`src/rtl/cm_block_fill.sv`:
```
module cm_block_fill #(
  parameter int CM_DEPTH  = 1024,
  parameter int REG_AW    = 8,
  parameter int MODE_ADDR = 1,
  localparam int CM_AW    = (CM_DEPTH > 1) ? $clog2(CM_DEPTH) : 1
) (
  input  logic              clk,
  input  logic              rst_n,
  input  logic              frame_pulse,
  input  logic              blk_prog_en,
  input  logic              up_wr,
  input  logic [REG_AW-1:0] up_addr,
  input  logic [15:0]       up_wdata,
  output logic [15:0]       up_rdata,
  input  logic              uc_cm_we,
  input  logic [CM_AW-1:0]  uc_cm_addr,
  input  logic [15:0]       uc_cm_wdata,
  output logic              cm_we,
  output logic [CM_AW-1:0]  cm_addr,
  output logic [15:0]       cm_wdata,
  output logic              busy,
  output logic              pad_bidir,
  output logic              pad_pulldown_en
);
  localparam logic [15:0] RW_MASK = 16'h014F;
  localparam logic [REG_AW-1:0] MODE_A = REG_AW'(MODE_ADDR);
  localparam logic [CM_AW-1:0] LAST_A = CM_AW'(CM_DEPTH - 1);

  typedef enum logic [1:0] {S_IDLE, S_ARM, S_SWEEP, S_TAIL} st_t;

  st_t              state;
  logic [15:0]      mode_q;
  logic [CM_AW-1:0] sweep_addr;

  wire mode_sel   = up_wr && (up_addr == MODE_A);
  wire start_edge = mode_sel && up_wdata[0] && !mode_q[0] && blk_prog_en;
  wire sweeping   = (state == S_SWEEP);
  wire abort      = busy && (!blk_prog_en || (mode_sel && !up_wdata[0]));

  assign busy            = (state != S_IDLE);
  assign up_rdata        = (up_addr == MODE_A) ? mode_q : 16'h0000;
  assign pad_bidir       = mode_q[6];
  assign pad_pulldown_en = mode_q[8];
  assign cm_we           = sweeping || (uc_cm_we && !busy);
  assign cm_addr         = sweeping ? sweep_addr : uc_cm_addr;
  assign cm_wdata        = sweeping ? {13'h0000, mode_q[3:1]} : uc_cm_wdata;

  always_ff @(posedge clk or negedge rst_n) begin
    if (!rst_n) begin
      state      <= S_IDLE;
      mode_q     <= 16'h0000;
      sweep_addr <= '0;
    end else if (!busy) begin
      if (mode_sel) mode_q <= up_wdata & RW_MASK;
      if (start_edge) state <= S_ARM;
    end else if (abort) begin
      state     <= S_IDLE;
      mode_q[0] <= 1'b0;
    end else begin
      case (state)
        S_ARM: if (frame_pulse) begin
          state      <= S_SWEEP;
          sweep_addr <= '0;
        end
        S_SWEEP: begin
          sweep_addr <= sweep_addr + 1'b1;
          if (sweep_addr == LAST_A) state <= S_TAIL;
        end
        S_TAIL: if (frame_pulse) begin
          state     <= S_IDLE;
          mode_q[0] <= 1'b0;
        end
        default: state <= S_IDLE;
      endcase
    end
  end

  assert_rsv_zero_R2: assert property (@(posedge clk) disable iff (!rst_n)
    (mode_q & ~RW_MASK) == 16'h0000);

  assert_addr_step_R4: assert property (@(posedge clk) disable iff (!rst_n)
    (sweeping && $past(sweeping)) |-> (cm_addr == $past(cm_addr) + 1'b1));

  assert_fill_hi_zero_R5: assert property (@(posedge clk) disable iff (!rst_n)
    (busy && cm_we) |-> (cm_wdata[15:3] == 13'h0000));

  assert_done_clears_R6: assert property (@(posedge clk) disable iff (!rst_n)
    $fell(busy) |-> !mode_q[0]);

  assert_en_abort_R8: assert property (@(posedge clk) disable iff (!rst_n)
    (busy && !blk_prog_en) |=> !busy);

  assert_hold_bits_R9: assert property (@(posedge clk) disable iff (!rst_n)
    (busy && up_wr) |=> (mode_q[15:1] == $past(mode_q[15:1])));

  assert_uc_blocked_R10: assert property (@(posedge clk) disable iff (!rst_n)
    (busy && !sweeping) |-> !cm_we);
endmodule

```
`config.mk`:
```
export PLATFORM = sky130hd
export DESIGN_NAME = cm_block_fill
export DESIGN_NICKNAME = d
export VERILOG_FILES = /design/src/rtl/cm_block_fill.sv
export SDC_FILE = /design/constraint.sdc
export NUM_CORES = 1
export LEC_CHECK = 0
export BUFFER_PORTS_ARGS = -buffer_cell sky130_fd_sc_hd__buf_2
export CORE_MARGIN = 2
export CORE_UTILIZATION = 30
export CTS_CLUSTER_DIAMETER = 100
export DETAILED_ROUTE_END_ITERATION = 8
export PLACE_DENSITY = 0.67
export SLEW_MARGIN = 20
export SYNTH_ARGS = -nofsm -noshare
export SYNTH_HDL_FRONTEND = slang
export SYNTH_SLANG_ARGS = --single-unit
```
`constraint.sdc`:
```
create_clock -name clk -period 2.6 [get_ports clk]
set_clock_uncertainty 0.05 [all_clocks]
set_input_delay 0 -clock clk [delete_from_list [all_inputs] [get_ports clk]]
set_output_delay 0 -clock clk [all_outputs]
set_load 0.01 [all_outputs]
```
* Yosys cells after proc, flatten, opt, wreduce, memory -nomap -nowiden
Cells that the tools add are included.
** Word-level totals
- Input bits :: 56
- Latch bits :: 0
- Memories kept :: 0
- ROM bits :: 0
- RAM bits :: 0
- Bits in registers :: 18
** Operators by class
- Add/subtract/negate cells :: 1
- Divide/modulo/power cells :: 0
- Reduce and logical (&&, ||, !) cells :: 21
- Bitwise logic cells :: 2
- Shift-type cells :: 0
- Magnitude comparators :: 0
- Multipliers :: 0
- Mux-type cells :: 17
- Eq/ne operators :: 11
** Operators by type and width (count)
- two-way mux 10 bit :: 2
- one-hot mux 10 bit (2 select lines) :: 1
- two-way mux 16 bit :: 1
- two-way mux 2 bit :: 6
- adder 10 x 1 -> 10 bit, second input constant :: 1
- equality test 10 bit, second input constant :: 1
- two-way mux 9 bit :: 1
- equality test 8 x 1 -> 1 bit, second input constant :: 1
- inequality test 4 bit, second input constant :: 2
- AND reduction 4 bit :: 2
- nonzero test 2 bit :: 4
- logical AND 1 bit :: 7
- one-hot mux 2 bit (3 select lines) :: 1
- two-way mux 1 bit :: 5
- equality test 2 bit, second input constant :: 2
- zero test 1 bit :: 4
- inequality test 4 x 2 -> 1 bit, second input constant :: 1
- inequality test 3 x 1 -> 1 bit, second input constant :: 1
- inequality test 3 x 2 -> 1 bit, second input constant :: 1
- AND reduction 3 bit :: 1
- equality test 2 x 1 -> 1 bit, second input constant :: 1
- logical OR 1 bit :: 2
- inequality test 2 bit, second input constant :: 1
- inverter 1 bit :: 2
- AND reduction 2 bit :: 1

* Logic depth before layout (Yosys ltp)
Gate-level depths: netlist of run 1.
- Word-level depth :: 7
- Mapped depth :: 8
- Mapped depth without buffers :: 6

* Worst setup path after synthesis of run 1
Ideal clock, no wire load.
- Kind :: reg-to-reg
- From :: register state[0]
- To :: register sweep_addr[3]
- Stages on the path, launching flop included :: 9
- Setup time :: 104 ps
- Period minus slack after synthesis :: 1928 ps
- Data required time :: 2446 ps
- Path buffers :: 2
- Setup slack :: 672 ps
- Arrival time :: 1774 ps
- Cells stage by stage :: dfrtp_1 > inv_1 > ha_1 > clkbuf_1 > and3b_1 > o41ai_2 > or2_2 > buf_6 > o311ai_1
** Between the ends
- Longest elaborated chain between the ends :: 4
- Elaborated cells between the ends (all ways) :: 9
- Classes of those cells :: 3 x eq/ne; 1 x mux; 1 x bitwise; 4 x reduce/logical
** RTL lines
- start, declared :: line 31 : st_t state;
- start signal, assigned :: line 50 : state <= S_IDLE;
- start signal, assigned :: line 55 : if (start_edge) state <= S_ARM;
- start signal, assigned :: line 57 : state <= S_IDLE;
- parallel branches: the longest is 4 deep, another holds AND reduction 4 bit
- end signal, assigned :: line 66 : sweep_addr <= sweep_addr + 1'b1;
- end, declared :: line 33 : logic [CM_AW-1:0] sweep_addr;
Several ways; the timed one is not identified.
A chain may end at the register's enable or synchronous reset.

* Worst setup path in the final report of run 1
- From :: register state[0]
- To :: output cm_wdata[0]
** Between the ends
- Longest elaborated chain between the ends :: 2
** RTL lines
- equality test 2 bit :: line 37 : wire sweeping = (state == S_SWEEP);
- two-way mux 16 bit :: line 46 : assign cm_wdata = sweeping ? {13'h0000, mode_q[3:1]} : uc_cm_wdata;
- end, declared :: line 20 : output logic [15:0] cm_wdata,
No other way between the ends.

==> results of run 1 <==
[power by group]
part           leakage (nW)  switching, mW  internal [mW]
registers             0.246          0.107          0.357
logic                 0.720          0.395          0.365
clock network        0.0216         0.0855          0.103
total                 0.987          0.587          0.825
[worst max-delay path, stage by stage, from the launching register on]
cell and delay, ns:
sky130_fd_sc_hd__dfrtp_1 0.40, sky130_fd_sc_hd__inv_1 0.13, sky130_fd_sc_hd__ha_2 0.44, sky130_fd_sc_hd__buf_4 0.36, sky130_fd_sc_hd__mux2_2 0.38, sky130_fd_sc_hd__buf_2 0.14
[cells by family (layout without fill, tap and decap cells)]
| kind of cell | after synthesis | after routing | synth area share |
|---|---|---|---|
| AOI/OAI and AO/OA | 33 | 33 | 0.1517 |
| adders and majority gates | 6 | 6 | 0.04975 |
| DFF | 18 | 18 | 0.2985 |
| muxes | 20 | 20 | 0.1476 |
| buffers and inverters | 25 | 99 | 0.09287 |
| other | 1 | 10 | 0.002485 |
| and+or+nand+nor | 62 | 62 | 0.2571 |
[metal layers]
layer  vias up  GRT usage  wire, um
met5         -          0         0
li1        744          -         -
met3         2    0.01740       226
met4         0    0.04762        34
met2        59     0.2300      1812
met1       674     0.1743      1606
[cell usage in the layout, fill, tap and decap left out, types with 3 or more instances in the layout]
master                          instances
sky130_fd_sc_hd__and2_1                 5
sky130_fd_sc_hd__buf_2                 81
sky130_fd_sc_hd__buf_4                  3
sky130_fd_sc_hd__clkbuf_8               3
sky130_fd_sc_hd__conb_1                10
sky130_fd_sc_hd__dfrtp_1               18
sky130_fd_sc_hd__dlygate4sd3_1          6
sky130_fd_sc_hd__ha_1                   5
sky130_fd_sc_hd__inv_1                  6
sky130_fd_sc_hd__mux2_2                18
sky130_fd_sc_hd__nand2_1                5
sky130_fd_sc_hd__nand2b_1               6
sky130_fd_sc_hd__nand3_1               10
sky130_fd_sc_hd__nand4_1                3
sky130_fd_sc_hd__nor2b_1               14
sky130_fd_sc_hd__o211ai_1               3
sky130_fd_sc_hd__o21ai_0               12
sky130_fd_sc_hd__o311ai_1               5
[through the flow]
step	instances	area, um^2
after detailed placement	306	1939
after floorplan	174	1543
after global placement	306	1939
after CTS	315	2041
final	315	2041
after global routing	315	2041
[worst paths after layout]
check / startpoint / end / cells past startpoint
max: state[0] / cm_wdata[0] / 5
min: blk_prog_en / mode_q[0] / 3
max reg2reg: state[0] / sweep_addr[3] / 6
min reg2reg: mode_q[6] / mode_q[6] / 1
max in group asynchronous: rst_n / sweep_addr[7] / 2
min in group asynchronous: rst_n / sweep_addr[6] / 2
[timing repair]
action,in CTS,in global routing
hold endpoints to repair,23,0
buffers inserted,0,0
hold buffers,6,0
setup endpoints to repair,0,0
[cell type report]
cell class	instances	area share
multi-input combinational	131	0.4678
timing repair buffer	90	0.2391
sequential	18	0.2207
tap	67	0.04108
clock buffer	3	0.02023
inverter	6	0.01104
[registers in the layout, summed over array words and instances, names as in the netlist]
register    count
mode_q          6
state           2
sweep_addr     10
==> results.json, run 1 <==
{
  "run_status": "complete, no violations",
  "timing.reg2reg.setup_slack_ns": 0.56,
  "drt.antenna.violating_nets": 0,
  "first_pass_iteration_count_of_the_detailed_router": 4,
  "worst_pin_slew_ns": 0.5179,
  "p_per_area_mw_per_mm2": 691.9,
  "synth_top_cells_by_count": "sky130_fd_sc_hd__dfrtp_1, sky130_fd_sc_hd__mux2_2, sky130_fd_sc_hd__nor2b_1",
  "min_path_type": "input pin to flop",
  "io_pins": 102,
  "clock_sinks": 18,
  "num_vias": 1479,
  "synthArstFlopShare": 1.000,
  "ys.flop_type": "sky130_fd_sc_hd__dfrtp_1",
  "netlist-cell-type-count": 43,
  "area_of_the_multi_input_gates_um2": 954.7,
  "cts.clk_slew.worst_paths_ns": 0.07,
  "antenna_violations_before_repair": 0,
  "final_hold_viol_count": 0,
  "std_cell_rows": 25,
  "power.leakage_nw": 0.9870,
  "clock_latency_ns": 0.25,
  "buffer_type_at_the_clock_tree_root": "sky130_fd_sc_hd__clkbuf_8",
  "layout.nets": 312,
  "finish.utilization": 0.4264,
  "drv.max_cap_violation_count": 0,
  "area.sequential_um2": 450.4,
  "start_util": 0.3153,
  "cts_resized": 0,
  "area_growth_syn_to_layout_pct": 35.24,
  "chipHeight_um": 74.92,
  "grt_pass1_vias": 1340,
  "drt_iter0_markers": 80,
  "worst-path-max-fanout": 27,
  "wire_per_inst_um": 11.68,
  "min_period_ns": 2.160,
  "synthDominantAreaCellType": "sky130_fd_sc_hd__dfrtp_1",
  "tritoncts_clock_tree": "yes",
  "synthesis.area_per_instance_um2": 9.145,
  "drive_gt1_frac": 0.4718,
  "vdd.ir_drop.worst_uv": 326.1,
  "grt_overflow_total": 0,
  "slew_violations": 0,
  "synthCells": 165,
  "yosys_warnings": 0,
  "place_congestion": 0.8068,
  "rsz0062_at_grt": "false",
  "drc_errors_left": 0,
  "synth.yosys.seq_area_share": 0.2985,
  "dieArea_mm2": 0.005613,
  "synth.top_cells.by_area": "sky130_fd_sc_hd__dfrtp_1, sky130_fd_sc_hd__mux2_2, sky130_fd_sc_hd__nor2b_1",
  "post-synth-top-area-fraction": 0.2985,
  "critPathLaunchType": "flop",
  "global_route.usage.total": 0.1345,
  "slew-limit-headroom": 0.6515,
  "final.setup.tns_ns": 0,
  "dieWidth_um": 74.92,
  "io_buffers": 81,
  "core-area_mm2": 0.004786,
  "worstSetupPathType": "flop to output pin",
  "fmax_ghz": 0.4629,
  "cts_max_level": 1,
  "crit_path_end_kind": "output pin",
  "critical_path_required_ns": 2.55,
  "setup_viol": 0,
  "wire_length_of_the_first_global_routing_pass_um": 5899,
  "synth_area_mm2": 0.001509,
  "finalHoldWorstSlack_ns": 0.05364,
  "cts-root-to-sink-buffers": 2,
  "wl_um": 3679,
  "postLayoutSetupSlackWorst_ns": 0.4399,
  "crit_arrival_ns": 2.11,
  "num-fill-cells": 490,
  "post-dp-hpwl_um": 2863,
  "post_synth_edffs": 0,
  "dpl_worst_slack_ns": 0.5658,
  "power_mw": 1.412,
  "antenna_cells": 0,
  "grt_max_degree": 28,
  "final_min_period_over_clock_period": 0.8308,
  "viasPerCell": 4.695,
  "synth-seq-cells": 18,
  "cts-buffers-inserted": 3
}
Power figures use the tool's default switching activity.
==> run 2: changes to the inputs <==
- clock period: 2.6 -> 2 ns (I/O delays scaled with it)
==> results.json, run 2 (synthesis results as in run 1) <==
{
  "power.leakage_nw": 1.020,
  "num-fill-cells": 478,
  "post_layout_nonfiller_instances": 320,
  "buffer_type_at_the_clock_tree_root": "sky130_fd_sc_hd__clkbuf_8",
  "io_buffers": 81,
  "cpMaxStageDelayCell": "sky130_fd_sc_hd__dfrtp_1",
  "wl_um": 3828,
  "dpl_worst_slack_ns": 0.1016,
  "slew_violations": 0,
  "clock_sinks": 18,
  "setup_viol": 0,
  "worst_pin_slew_ns": 0.5275,
  "mostFrequentLayoutCell": "sky130_fd_sc_hd__buf_2",
  "slowest_cell_delay_on_critical_path_ns": 0.41,
  "dieWidth_um": 74.92,
  "antenna_cells": 0,
  "drv.max_cap_violation_count": 0,
  "slew-limit-headroom": 0.6451,
  "start_util": 0.3153,
  "crit_start": "state[0]",
  "io_pins": 102,
  "area_growth_syn_to_layout_pct": 39.39,
  "hold_path.startpoint": "blk_prog_en",
  "tritoncts_clock_tree": "yes",
  "final_hold_viol_count": 0,
  "num_vias": 1509,
  "critical_path_required_ns": 1.95,
  "dieArea_mm2": 0.005613,
  "groute.layer.met2.usage": 0.2290,
  "largest_register_ff_count": 10,
  "first_pass_iteration_count_of_the_detailed_router": 4,
  "min_path_type": "input pin to flop",
  "crit_path_end_kind": "output pin",
  "most-common-layout-cells": "sky130_fd_sc_hd__buf_2, sky130_fd_sc_hd__mux2_2, sky130_fd_sc_hd__dfrtp_1",
  "fmax_ghz": 0.5318,
  "cts-buffers-inserted": 3,
  "layout.nets": 317,
  "largest-register": "sweep_addr",
  "critPathLaunchType": "flop",
  "drt.antenna.violating_nets": 0,
  "min_period_ns": 1.880,
  "postLayoutCellArea_mm2": 0.002103,
  "run_status": "complete, no violations",
  "cts_max_level": 1,
  "global_route.usage.total": 0.1378,
  "crit_arrival_ns": 1.83,
  "chipHeight_um": 74.92,
  "worst-path-max-fanout": 31,
  "post-dp-hpwl_um": 2900,
  "worstSetupPathType": "flop to output pin",
  "use_met3": 0.01740,
  "vdd.ir_drop.worst_uv": 418.5,
  "globalRouteMet1Util": 0.1829,
  "crit_path_cell_trace": "inv_1 > ha_2 > buf_8 > mux2_2 > buf_2",
  "final.setup.tns_ns": 0,
  "postLayoutSetupSlackWorst_ns": 0.1195,
  "final_min_period_over_clock_period": 0.9402,
  "cts-root-to-sink-buffers": 2,
  "viasPerCell": 4.716,
  "finish.utilization": 0.4395,
  "place_congestion": 0.9210,
  "grt_max_degree": 32,
  "grt_pass1_vias": 1356,
  "std_cell_rows": 25,
  "reg_top3": "sweep_addr (10), mode_q (6), state (2)",
  "rsz0062_at_grt": "false",
  "drc_errors_left": 0,
  "grt.busiest_layer": "met2",
  "placement.cell_area_mm2": 0.001962,
  "worst_r2r_startpoint": "state[0]",
  "grt_overflow_total": 0,
  "wire_length_of_the_first_global_routing_pass_um": 5989,
  "drive_gt1_frac": 0.4901,
  "wire_per_inst_um": 11.96,
  "cts.clk_slew.worst_paths_ns": 0.07,
  "antenna_violations_before_repair": 0,
  "clock_latency_ns": 0.25,
  "dp_cells": 309,
  "core-area_mm2": 0.004786,
  "p_per_area_mw_per_mm2": 927.8,
  "drt_iter0_markers": 101
}
-- run 2: layout make-up --
type / instances / area (um^2) / share of cell area
tap: 67 / 83.83 / 0.03986
multi-input combinational: 131 / 972.2 / 0.4622
clock buffer: 3 / 41.29 / 0.01963
inverter: 6 / 22.52 / 0.01071
timing repair buffer: 95 / 533.0 / 0.2534
sequential: 18 / 450.4 / 0.2142
-- run 2: per-stage QoR --
step	hold slack, ns	power, mW
floorplan	-0.3456	1.280
finish	0.05936	1.951
detailed placement	-0.08028	1.632
global placement	-0.09154	1.606
CTS	0.04986	1.904
global route	0.07993	2.116
-- run 2: layer usage --
layer	share of wire	wire length, um
met1	0.45	1736
met2	0.47	1806
met3	0.065	250
met4	0.0089	34
met5	0	0
-- run 2: repair_timing --
item,in CTS,in global routing
hold endpoints to repair,23,0
gates resized for setup,1,4
pin swaps,0,0
hold buffers,6,0
buffers inserted,0,2
endpoints found under the setup margin,11,16
-- run 2: report_power, final --
part | switching (mW) | internal (mW) | total [mW]
clock | 0.120 | 0.134 | 0.254
sequential | 0.126 | 0.463 | 0.590
combinational | 0.561 | 0.546 | 1.11
-- run 2: critical path: cells and delay by family (launching register included) --
family,cells,cell delay [ns]
adders and majority gates,1,0.29
buffers and inverters,3,0.52
DFF,1,0.41
muxes,1,0.36
-- run 2: final timing paths --
kind,to,slack [ns],cells after the start
setup / recovery,cm_addr[1],0.12,5
hold / removal,mode_q[0],0.06,3
setup reg to reg,sweep_addr[5],0.14,6
hold reg to reg,mode_q[2],0.47,1
max in group asynchronous,sweep_addr[0],1.45,2
min in group asynchronous,mode_q[2],0.16,2
==> run 3: changes to the inputs <==
- PLACE_DENSITY: 0.67 -> unset
- PLACE_DENSITY_LB_ADDON: unset -> 0.08
==> results.json, run 3 (synthesis results as in run 1) <==
{
  "worst_pin_slew_ns": 0.6520,
  "area_of_the_multi_input_gates_um2": 959.7,
  "layout.nets": 314,
  "largest_register_ff_count": 10,
  "clock_latency_ns": 0.26,
  "fmax_ghz": 0.5458,
  "drv.max_cap_violation_count": 0,
  "buffer_type_at_the_clock_tree_root": "sky130_fd_sc_hd__clkbuf_8",
  "p_per_area_mw_per_mm2": 935.1,
  "drive_gt1_frac": 0.4781,
  "critical_path_required_ns": 2.15,
  "crit_path_end_kind": "flop",
  "drt_iter0_markers": 62,
  "power.switching_fraction": 0.4151,
  "num_vias": 1518,
  "switching_pwr_mw": 0.8066,
  "grt_pass1_vias": 1345,
  "cts-buffers-inserted": 3,
  "critPathLaunchType": "flop",
  "largest-register": "sweep_addr",
  "core-area_mm2": 0.004786,
  "postLayoutSetupSlackWorst_ns": 0.1677,
  "cts-root-to-sink-buffers": 2,
  "num-fill-cells": 479,
  "setup_viol": 0,
  "reg_top3": "sweep_addr (10), mode_q (6), state (2)",
  "cts_setup_buffers": 0,
  "tritoncts_clock_tree": "yes",
  "grt_overflow_total": 0,
  "final_min_period_over_clock_period": 0.9162,
  "antenna_violations_before_repair": 0,
  "worstSetupPathType": "flop to flop",
  "area.sequential_um2": 450.4,
  "viasPerCell": 4.774,
  "cts.clk_slew.worst_paths_ns": 0.07,
  "first_pass_iteration_count_of_the_detailed_router": 4,
  "power_frac_comb": 0.532,
  "min_period_ns": 1.832,
  "min_path_type": "input pin to flop",
  "run_status": "complete, no violations",
  "drc_errors_left": 0,
  "seqPwrFrac": 0.310,
  "dieWidth_um": 74.92,
  "place_congestion": 0.7647,
  "grt_max_degree": 32,
  "mostFrequentLayoutCell": "sky130_fd_sc_hd__buf_2",
  "most-common-layout-cells": "sky130_fd_sc_hd__buf_2, sky130_fd_sc_hd__mux2_2, sky130_fd_sc_hd__dfrtp_1",
  "p_int_mw": 1.137,
  "cts_max_level": 1,
  "slew_violations": 0,
  "worst-path-max-fanout": 4,
  "clock_sinks": 18,
  "wire_per_inst_um": 12.61,
  "rsz0062_at_grt": "false",
  "io_pins": 102,
  "finish.utilization": 0.4342,
  "slew-limit-headroom": 0.5613,
  "power.leakage_nw": 1.010,
  "final_hold_viol_count": 0,
  "dpl_worst_slack_ns": 0.09349,
  "start_util": 0.3153,
  "area_growth_syn_to_layout_pct": 37.73,
  "io_buffers": 81,
  "power_mw": 1.943,
  "global_route.usage.total": 0.1474,
  "clock_power_share": 0.158,
  "drt.antenna.violating_nets": 0,
  "std_cell_rows": 25,
  "wl_um": 4011,
  "crit_arrival_ns": 1.98,
  "chipHeight_um": 74.92,
  "final.setup.tns_ns": 0,
  "dieArea_mm2": 0.005613,
  "wire_length_of_the_first_global_routing_pass_um": 6279,
  "antenna_cells": 0,
  "post-dp-hpwl_um": 3042,
  "vdd.ir_drop.worst_uv": 354.6
}
-- run 3: cell count changes in the layout (fill, tap and decap cells not counted), sizes merged --
cell / previous run / this run
buf: 89 / 86
clkbuf: 3 / 4
-- run 3: path summary, 6_finish.rpt --
| check | startpoint | end | slack (ns) | depth (start not counted) |
|---|---|---|---|---|
| min in group asynchronous | rst_n | mode_q[1] | 0.17 | 2 |
| hold / removal | blk_prog_en | mode_q[0] | 0.04 | 3 |
| setup reg to reg | state[1] | sweep_addr[5] | 0.17 | 6 |
| hold reg to reg | mode_q[8] | mode_q[8] | 0.47 | 1 |
| setup / recovery | state[1] | sweep_addr[5] | 0.17 | 6 |
| max in group asynchronous | rst_n | sweep_addr[1] | 1.43 | 2 |
-- run 3: final cells by class --
type                            count  area share
Multi-Input combinational cell    131      0.4618
Timing Repair Buffer               92      0.2438
Sequential cell                    18      0.2167
Tap cell                           67     0.04034
Clock buffer                        4     0.02649
Inverter                            6     0.01084
-- run 3: critical path, cell delays in order (launching register included) --
cell,delay [ns]
sky130_fd_sc_hd__dfrtp_1,0.40
sky130_fd_sc_hd__inv_1,0.09
sky130_fd_sc_hd__ha_1,0.27
sky130_fd_sc_hd__and3b_1,0.19
sky130_fd_sc_hd__or3b_2,0.45
sky130_fd_sc_hd__o31ai_2,0.18
sky130_fd_sc_hd__a22o_1,0.15
-- run 3: repair_timing --
action,4_1_cts,5_1_grt
hold buffers,6,0
gates resized for setup,0,3
endpoints found under the hold margin,23,0
endpoints found under the setup margin,0,12
-- run 3: power by group through the flow --
stage	sequential [mW]	clock [mW]	combinational, mW
finish	0.602	0.308	1.03
global route	0.622	0.340	1.17
CTS	0.600	0.324	1.04
detailed placement	0.606	0	1.02
global placement	0.607	0	1.02
floorplan	0.565	0	0.715
-- run 3: metal layers --
metal	global-route usage	routed length, um	share of wire
met5	0	0	0
met1	0.1990	1874	0.47
met2	0.2398	1899	0.47
met3	0.02142	181	0.045
met4	0.05357	56	0.014
-- run 3: metrics by stage --
| step | cell area [um^2] | hold slack, ns | std cells |
|---|---|---|---|
| 3_3_place_gp | 1952 | -0.07809 | 308 |
| 4_1_cts | 2067 | 0.03052 | 318 |
| 6_report | 2078 | 0.03624 | 318 |
| 3_5_place_dp | 1952 | -0.08092 | 308 |
| 2_1_floorplan | 1543 | -0.3456 | 174 |
| 5_1_grt | 2078 | 0.07996 | 318 |
